[src/rtl/nic_pkg.sv]
package nic_pkg;
    typedef enum logic [1:0] {
        ST_QUIET  = 2'd0,
        ST_SIGNAL = 2'd1,
        ST_VECTOR = 2'd2
    } nic_state_e;
endpackage

[src/rtl/nic_edge_detect.sv]
module nic_edge_detect #(
    parameter int N_LINES = 8
) (
    input  logic               clk,
    input  logic               rst_n,
    input  logic [N_LINES-1:0] lines_i,
    output logic [N_LINES-1:0] rise_o
);
    logic [N_LINES-1:0] prev_q;

    always_ff @(posedge clk) begin
        if (!rst_n) prev_q <= '0;
        else        prev_q <= lines_i;
    end

    // per-line rising-edge detector
    for (genvar g = 0; g < N_LINES; g++) begin : g_rise
        assign rise_o[g] = lines_i[g] & ~prev_q[g];
    end
endmodule

[src/rtl/nic_prio_pick.sv]
module nic_prio_pick #(
    parameter int N_LINES = 8,
    parameter int IDX_W   = $clog2(N_LINES)
) (
    input  logic [N_LINES-1:0] vec_i,
    output logic               found_o,
    output logic [IDX_W-1:0]   idx_o,
    output logic [N_LINES-1:0] onehot_o
);
    // lowest index has highest priority
    always_comb begin
        found_o = |vec_i;
        idx_o   = '0;
        for (int i = N_LINES - 1; i >= 0; i--) begin
            if (vec_i[i]) idx_o = IDX_W'(i);
        end
    end

    assign onehot_o = vec_i & ~(vec_i - N_LINES'(1));
endmodule

[src/rtl/nic_seq_fsm.sv]
module nic_seq_fsm
    import nic_pkg::*;
(
    input  logic clk,
    input  logic rst_n,
    input  logic eligible_i,
    input  logic ack_i,
    output logic grant_o,
    output logic irq_o,
    output logic vec_valid_o
);
    nic_state_e state_q, state_d;

    always_ff @(posedge clk) begin
        if (!rst_n) state_q <= ST_QUIET;
        else        state_q <= state_d;
    end

    always_comb begin
        state_d = state_q;
        grant_o = 1'b0;
        unique case (state_q)
            ST_QUIET:  if (eligible_i) state_d = ST_SIGNAL;
            ST_SIGNAL: begin
                if (!eligible_i) begin
                    state_d = ST_QUIET;
                end else if (ack_i) begin
                    grant_o = 1'b1;
                    state_d = ST_VECTOR;
                end
            end
            ST_VECTOR: state_d = ST_QUIET;
            default:   state_d = ST_QUIET;
        endcase
    end

    always_comb begin
        irq_o       = (state_q == ST_SIGNAL);
        vec_valid_o = (state_q == ST_VECTOR);
    end
endmodule

[src/rtl/nest_irq_ctrl.sv]
module nest_irq_ctrl #(
    parameter int             N_LINES  = 8,
    parameter int             VEC_W    = 8,
    parameter logic [VEC_W-1:0] VEC_BASE = 8'h20
) (
    input  logic               clk,
    input  logic               rst_n,
    input  logic [N_LINES-1:0] irq_in,
    input  logic               ack,
    input  logic               eoi,
    input  logic               mask_we,
    input  logic [N_LINES-1:0] mask_wdata,
    output logic [N_LINES-1:0] mask_rdata,
    output logic [N_LINES-1:0] req_rdata,
    output logic [N_LINES-1:0] svc_rdata,
    output logic               irq_out,
    output logic               vec_valid,
    output logic [VEC_W-1:0]   vec_out
);
    localparam int IDX_W = $clog2(N_LINES);

    logic [N_LINES-1:0] req_q, mask_q, svc_q;
    logic [VEC_W-1:0]   vec_q;
    logic [N_LINES-1:0] rise;
    logic               req_found, svc_found, eligible, grant;
    logic [IDX_W-1:0]   req_idx, svc_idx;
    logic [N_LINES-1:0] req_onehot, svc_onehot;
    logic [N_LINES-1:0] grant_bits, retire_bits;

    nic_edge_detect #(.N_LINES(N_LINES)) u_edge (
        .clk     (clk),
        .rst_n   (rst_n),
        .lines_i (irq_in),
        .rise_o  (rise)
    );

    nic_prio_pick #(.N_LINES(N_LINES), .IDX_W(IDX_W)) u_req_pick (
        .vec_i    (req_q & ~mask_q),
        .found_o  (req_found),
        .idx_o    (req_idx),
        .onehot_o (req_onehot)
    );

    nic_prio_pick #(.N_LINES(N_LINES), .IDX_W(IDX_W)) u_svc_pick (
        .vec_i    (svc_q),
        .found_o  (svc_found),
        .idx_o    (svc_idx),
        .onehot_o (svc_onehot)
    );

    // strictly higher priority than everything in service
    assign eligible = req_found && (!svc_found || (req_idx < svc_idx));

    nic_seq_fsm u_fsm (
        .clk         (clk),
        .rst_n       (rst_n),
        .eligible_i  (eligible),
        .ack_i       (ack),
        .grant_o     (grant),
        .irq_o       (irq_out),
        .vec_valid_o (vec_valid)
    );

    assign grant_bits  = grant ? req_onehot : '0;
    assign retire_bits = eoi   ? svc_onehot : '0;

    always_ff @(posedge clk) begin
        if (!rst_n) begin
            req_q  <= '0;
            svc_q  <= '0;
            mask_q <= '0;
            vec_q  <= '0;
        end else begin
            req_q <= (req_q | rise) & ~grant_bits;
            svc_q <= (svc_q & ~retire_bits) | grant_bits;
            if (mask_we) mask_q <= mask_wdata;
            if (grant)   vec_q  <= {VEC_BASE[VEC_W-1:IDX_W], req_idx};
        end
    end

    assign mask_rdata = mask_q;
    assign req_rdata  = req_q;
    assign svc_rdata  = svc_q;
    assign vec_out    = vec_q;
endmodule

[config.mk]
export PLATFORM = sky130hd
export DESIGN_NAME = nest_irq_ctrl
export DESIGN_NICKNAME = d
export VERILOG_FILES = /design/src/rtl/nic_pkg.sv /design/src/rtl/nic_edge_detect.sv /design/src/rtl/nic_prio_pick.sv /design/src/rtl/nic_seq_fsm.sv /design/src/rtl/nest_irq_ctrl.sv
export SDC_FILE = /design/constraint.sdc
export NUM_CORES = 1
export LEC_CHECK = 0
export CELL_PAD_IN_SITES_DETAIL_PLACEMENT = 1
export CELL_PAD_IN_SITES_GLOBAL_PLACEMENT = 1
export CORE_ASPECT_RATIO = 0.6
export CORE_MARGIN = 2
export CORE_UTILIZATION = 36
export CTS_CLUSTER_DIAMETER = 200
export CTS_CLUSTER_SIZE = 40
export DETAILED_ROUTE_END_ITERATION = 12
export PLACE_DENSITY_LB_ADDON = 0.1
export RECOVER_POWER = 50
export SLEW_MARGIN = 10
export SYNTH_ARGS = -nofsm -noshare
export SYNTH_HDL_FRONTEND = slang
export SYNTH_SLANG_ARGS = --single-unit
[constraint.sdc]
create_clock -name clk -period 5.4 [get_ports clk]
set_input_delay 1.08 -clock clk [delete_from_list [all_inputs] [get_ports clk]]
set_output_delay 1.08 -clock clk [all_outputs]
set_load 0.05 [all_outputs]
# Word-level counts from Yosys, hierarchy flattened
# Cells that the tools add are included.
# classes
add_sub_neg	2
n_lt_le_gt_ge	1
n_eq_ne	4
mux	25
bitwise_logic	28
n_reduce_logical	7
# ops
cell	n
$mux W3	16
$and A8 B8 Y8	5
$not A8 Y8	5
$mux W8	2
$or A8 B8 Y8	2
$reduce_or A8 Y1	2
$sub A8 B1 Y8 const B	2
$and A1 B1 Y1	8
$not A1 Y1	8
$mux W2	3
$pmux W2 S2	1
$lt A3 B3 Y1	1
$mux W1	3
$ne A3 B3 Y1 const B	1
$eq A2 B1 Y1 const B	1
$eq A2 B2 Y1 const B	1
$logic_not A2 Y1	1
$ne A2 B1 Y1 const B	1
$reduce_and A2 Y1	1
$logic_and A1 B1 Y1	1
$logic_not A1 Y1	1
$logic_or A1 B1 Y1	1
# totals
register_bits	38
elab_cells	73

# Longest topological paths before layout
# depth
word_depth	18
ltp_mapped	13

# Cells and area by module
# A second synthesis with hierarchy kept.
# unflattened
hier_cells	198
hier_area_um2	1826.8
# by_module_without_submodules
module	n_inst	cells_per_inst	area_per_inst_um2
nest_irq_ctrl	1	120	1206.2
nic_prio_pick	2	23	138.9
nic_edge_detect	1	24	260.2
nic_seq_fsm	1	8	82.6

# Worst setup path after synthesis
# No wires, ideal clock.
# synth_path
path_kind	flip-flop to flip-flop
from	reg mask_q[4], in the netlist mask_rdata[4]
to	reg vec_q[0], in the netlist vec_out[0]
t_arrival_ns	2.914
t_required_ns	5.330
path_slack_ns	2.416
path_stages_with_launch	12
n_path_buf	0
cell_sequence	dfxtp_1 > and2b_1 > nor2b_1 > o21ai_0 > a21boi_0 > ha_1 > o21ai_0 > a32oi_1 > o311ai_1 > o211ai_2 > or4_1 > a21boi_1
# synth_between
elab_chain_cells	12
# synth_lines
item	line	text
start, declared	nest_irq_ctrl.sv:22	logic [N_LINES-1:0] req_q, mask_q, svc_q;
start signal, assigned	nest_irq_ctrl.sv:76	if (mask_we) mask_q <= mask_wdata;
$not A8 Y8	nest_irq_ctrl.sv:38	.vec_i (req_q & ~mask_q),
$and A8 B8 Y8	nest_irq_ctrl.sv:38	
$mux W3 (5 in series)	nic_prio_pick.sv:15	if (vec_i[i]) idx_o = IDX_W'(i);
net req_idx[1]	nest_irq_ctrl.sv:26	logic [IDX_W-1:0] req_idx, svc_idx;
$lt A3 B3 Y1	nest_irq_ctrl.sv:52	assign eligible = req_found && (!svc_found || (req_idx < svc_idx));
$logic_or A1 B1 Y1	nest_irq_ctrl.sv:52	
$logic_and A1 B1 Y1	nest_irq_ctrl.sv:52	
$mux W1	nic_seq_fsm.sv:25	if (!eligible_i) begin
$mux W1	nic_seq_fsm.sv:22	unique case (state_q)
end signal, assigned	nest_irq_ctrl.sv:77	if (grant) vec_q <= {VEC_BASE[VEC_W-1:IDX_W], req_idx};
end, declared	nest_irq_ctrl.sv:23	logic [VEC_W-1:0] vec_q;
# The timed path passes the listed nets, and every way through them passes these cells.
# A chain may end at the register's enable or synchronous reset.

# Worst setup path in the final report
# layout_path
from	reg mask_q[4], in the netlist mask_rdata[4]
to	reg req_q[3], in the netlist req_rdata[3]
# layout_between
elab_chain_cells	15
# layout_lines
item	line	text
$not A8 Y8	nest_irq_ctrl.sv:38	
$and A8 B8 Y8	nest_irq_ctrl.sv:38	
$mux W3 (5 in series)	nic_prio_pick.sv:15	
net req_idx[1]	nest_irq_ctrl.sv:26	
$lt A3 B3 Y1	nest_irq_ctrl.sv:52	
$logic_or A1 B1 Y1	nest_irq_ctrl.sv:52	
$logic_and A1 B1 Y1	nest_irq_ctrl.sv:52	
$mux W1	nic_seq_fsm.sv:25	
$mux W1	nic_seq_fsm.sv:22	
$mux W8	nest_irq_ctrl.sv:64	assign grant_bits = grant ? req_onehot : '0;
$not A8 Y8	nest_irq_ctrl.sv:74	req_q <= (req_q | rise) & ~grant_bits;
$and A8 B8 Y8	nest_irq_ctrl.sv:74	
end signal, assigned	nest_irq_ctrl.sv:74	
end, declared	nest_irq_ctrl.sv:22	
# The timed path passes the listed nets, and every way through them passes these cells.

==> results.py <==
metrics = {
    "outcome": {
        "status": "finished, violations left",
        "failed_checks": "max-capacitance violations, max-slew violations",
    },
    "yosys": {
        "synth_area_um2": 1730,
        "synth_cell_types": 44,
        "avgSynthCellArea_um2": 9.20,
        "synth-edff-count": 0,
        "async_flop_share": 0,
        "synth_seq_area_share": 0.440,
        "yosysWarnings": 0,
        "dominantRegCellSynth": "dfxtp_1",
        "synth_cells": 188,
        "ys_seq_elements": 38,
    },
    "floorplan": {
        "die_x_um": 93.5,
        "die_area_um2": 5400,
        "io_pins": 55,
        "placementRows": 19,
        "die_h_um": 57.7,
        "core_area_um2": 4590,
        "initial_core_util": 0.377,
    },
    "final_layout": {
        "fin_area_um2": 2370,
        "drive_gt1_frac": 0.0675,
        "area_growth_syn_to_layout_pct": 37.2,
        "final_cell_mix": "dfxtp_1 (38), clkdlybuf4s50_1 (31), nor2b_1 (24)",
        "final_common_cell": "dfxtp_1",
        "final_nets": 260,
        "fin_util": 0.518,
        "num_antenna_cells": 0,
    },
    "critical_path": {
        "startpoint_type": "flop",
        "crit_path_frequent_cell": "o21ai_0",
        "cp-end-kind": "flop",
        "critPathMaxFanout": 11,
        "cp.arrival_ns": 3.81,
        "cp_cell_sequence": "and2b_1, nor2b_1, o21ai_0, a21boi_0, ha_1, o21ai_0, a32oi_1, o311ai_1, o211ai_2, nor2_1, a31oi_1",
        "r2r_slack_ns": 1.73,
        "worst-path-buf-inv": 0,
        "crit_required_ns": 5.53,
        "cp_slowest_stage_delay_ns": 0.67,
        "critical_path_class": "reg -> reg",
        "cpLargestDelayFamily": "compound AO/OA/AOI/OAI gates",
        "slowest_stage": "nor2_1",
    },
    "drt": {
        "wl_per_cell_um": 15.7,
        "wirelength_um": 4720,
        "drc": 0,
        "num_vias": 1531,
        "drtPass1Iterations": 4,
        "drtIter0Drc": 48,
        "ant_nets": 0,
        "avgViaCountPerCell": 5.10,
    },
    "clock_network": {
        "cts-resized-gates": 0,
        "cts_sinks": 38,
        "htree_levels": 2,
        "clkTransAtPathRegs_ns": 0.07,
        "insertion_delay_ns": 0.29,
        "root_buffer": "clkbuf_8",
        "cts_tree": "done",
        "cts_buffers": 5,
        "cts-hold-fix-buffers": 0,
        "clockBufferDepth": 2,
        "postCtsSetupBuffers": 0,
    },
    "grt": {
        "gr-usage-all-layers": 0.192,
        "grt_pass1_wl_um": 7980,
        "antenna_found_initial": 0,
        "grt_pass1_vias": 1598,
        "grt_max_degree": 49,
        "grt_overflow": 0,
    },
    "power_and_ir_drop": {
        "finalPower_mw": 0.745,
        "p_per_area_nw_per_um2": 314,
        "ir_worst_vdd_v": 0.000161,
        "p_leak_nw": 1.02,
    },
    "placement": {
        "gp_congestion": 0.819,
        "portBuffers": 50,
        "dp_hpwl_um": 3470,
        "placed_cell_area_um2": 2270,
    },
    "sta": {
        "clock.fmax_mhz": 272,
        "worst_hold_slack_ns": 0.465,
        "setup_viol": 0,
        "hold_violations": 0,
        "fin_crit_sh": 0.680,
        "final.setup.tns_ns": 0,
        "post-route-min-period_ns": 3.67,
        "worst_pin_slew_ns": 1.70,
        "fin_skew_ns": 0.00697,
        "rsz0062_at_grt": "false",
        "max_slew_margin": -0.136,
        "slew_viol_final": 49,
    },
    "job": {
        "maxCapViolCount": 1,
    },
    "min_path": {
        "worstHoldPathType": "reg -> reg",
    },
}
## flip-flops by register name, summed over array words and instances, names as in the netlist
| signal | cells |
|---|---|
| u_edge.prev_q | 8 |
| req_rdata | 8 |
| svc_rdata | 8 |
| mask_rdata | 8 |
| vec_out | 4 |
| u_fsm.state_q | 2 |
## layout make-up
type	instances	area, um^2
clock buffer	6	82.6
clock inverter	1	30.0
fill	550	2210
inverter	4	15.0
multi-input combinational	137	903
sequential	38	761
tap	63	78.8
timing repair buffer	51	504
## final timing paths
path,from,to,cells past startpoint
worst min register to register,vec_out[2],vec_out[2],2
worst min-delay path,vec_out[2],vec_out[2],2
worst max register to register,mask_rdata[4],req_rdata[3],11
worst max-delay path,mask_rdata[4],req_rdata[3],11
## cells by family after synthesis
| logic type | Yosys count | synth area share |
|---|---|---|
| AND/OR/NAND/NOR | 73 | 0.248 |
| buffers and inverters | 16 | 0.0448 |
| flip-flops | 38 | 0.440 |
| multiplexers | 10 | 0.0578 |
| adder cells (fa/ha/maj) | 2 | 0.0145 |
| other | 1 | 0.00217 |
| AO/OA/AOI/OAI | 48 | 0.193 |
## routing by layer
metal / share of wire / GRT usage / wire length (um) / up-vias
li1: - / - / - / 760
met1: 0.49 / 0.255 / 2330 / 721
met2: 0.44 / 0.305 / 2090 / 40
met3: 0.047 / 0.0533 / 220 / 10
met4: 0.016 / 0.0630 / 74 / 0
met5: 0 / 0 / 0 / -
## Yosys cell counts (all sizes together) (2+ instances only)
cell type	number	area [um^2]
nor3	2	15.0
a31oi	5	31.3
nor4	2	18.8
or3	2	12.5
ha	2	25.0
o211a	2	20.0
dfxtp	38	761
nor2	11	41.3
and2b	3	23.8
mux2i	10	100
a41o	2	20.0
clkbuf	6	22.5
o21ai	11	55.1
nand2b	4	25.0
and3	4	25.0
buf	6	40.0
a21boi	2	15.0
a31o	4	35.0
a211oi	2	20.0
inv	4	15.0
o31ai	2	15.0
a21oi	9	45.0
nand2	8	30.0
o211ai	3	27.5
and2	9	56.3
nor2b	24	150
## per-stage QoR
| stage | cells | worst slack [ns] |
|---|---|---|
| floorplan | 191 | 2.42 |
| finish | 300 | 1.73 |
| detailed placement | 293 | 1.83 |
| CTS | 300 | 1.80 |
| global route | 300 | 1.31 |
| global placement | 293 | 1.96 |
## where the power goes
| group | leakage [nW] | switching [mW] | internal [mW] |
|---|---|---|---|
| logic | 0.650 | 0.122 | 0.0676 |
| clock network | 0.0573 | 0.0968 | 0.148 |
| registers | 0.313 | 0.0127 | 0.298 |
## worst reg2reg max path, stage by stage, from the launching register on
cell and delay, ns:
dfxtp_1 0.36, and2b_1 0.26, nor2b_1 0.45, o21ai_0 0.20, a21boi_0 0.44, ha_1 0.31
o21ai_0 0.19, a32oi_1 0.10, o311ai_1 0.12, o211ai_2 0.22, nor2_1 0.67, a31oi_1 0.21
Note: power is estimated with default switching activity, not from simulation.
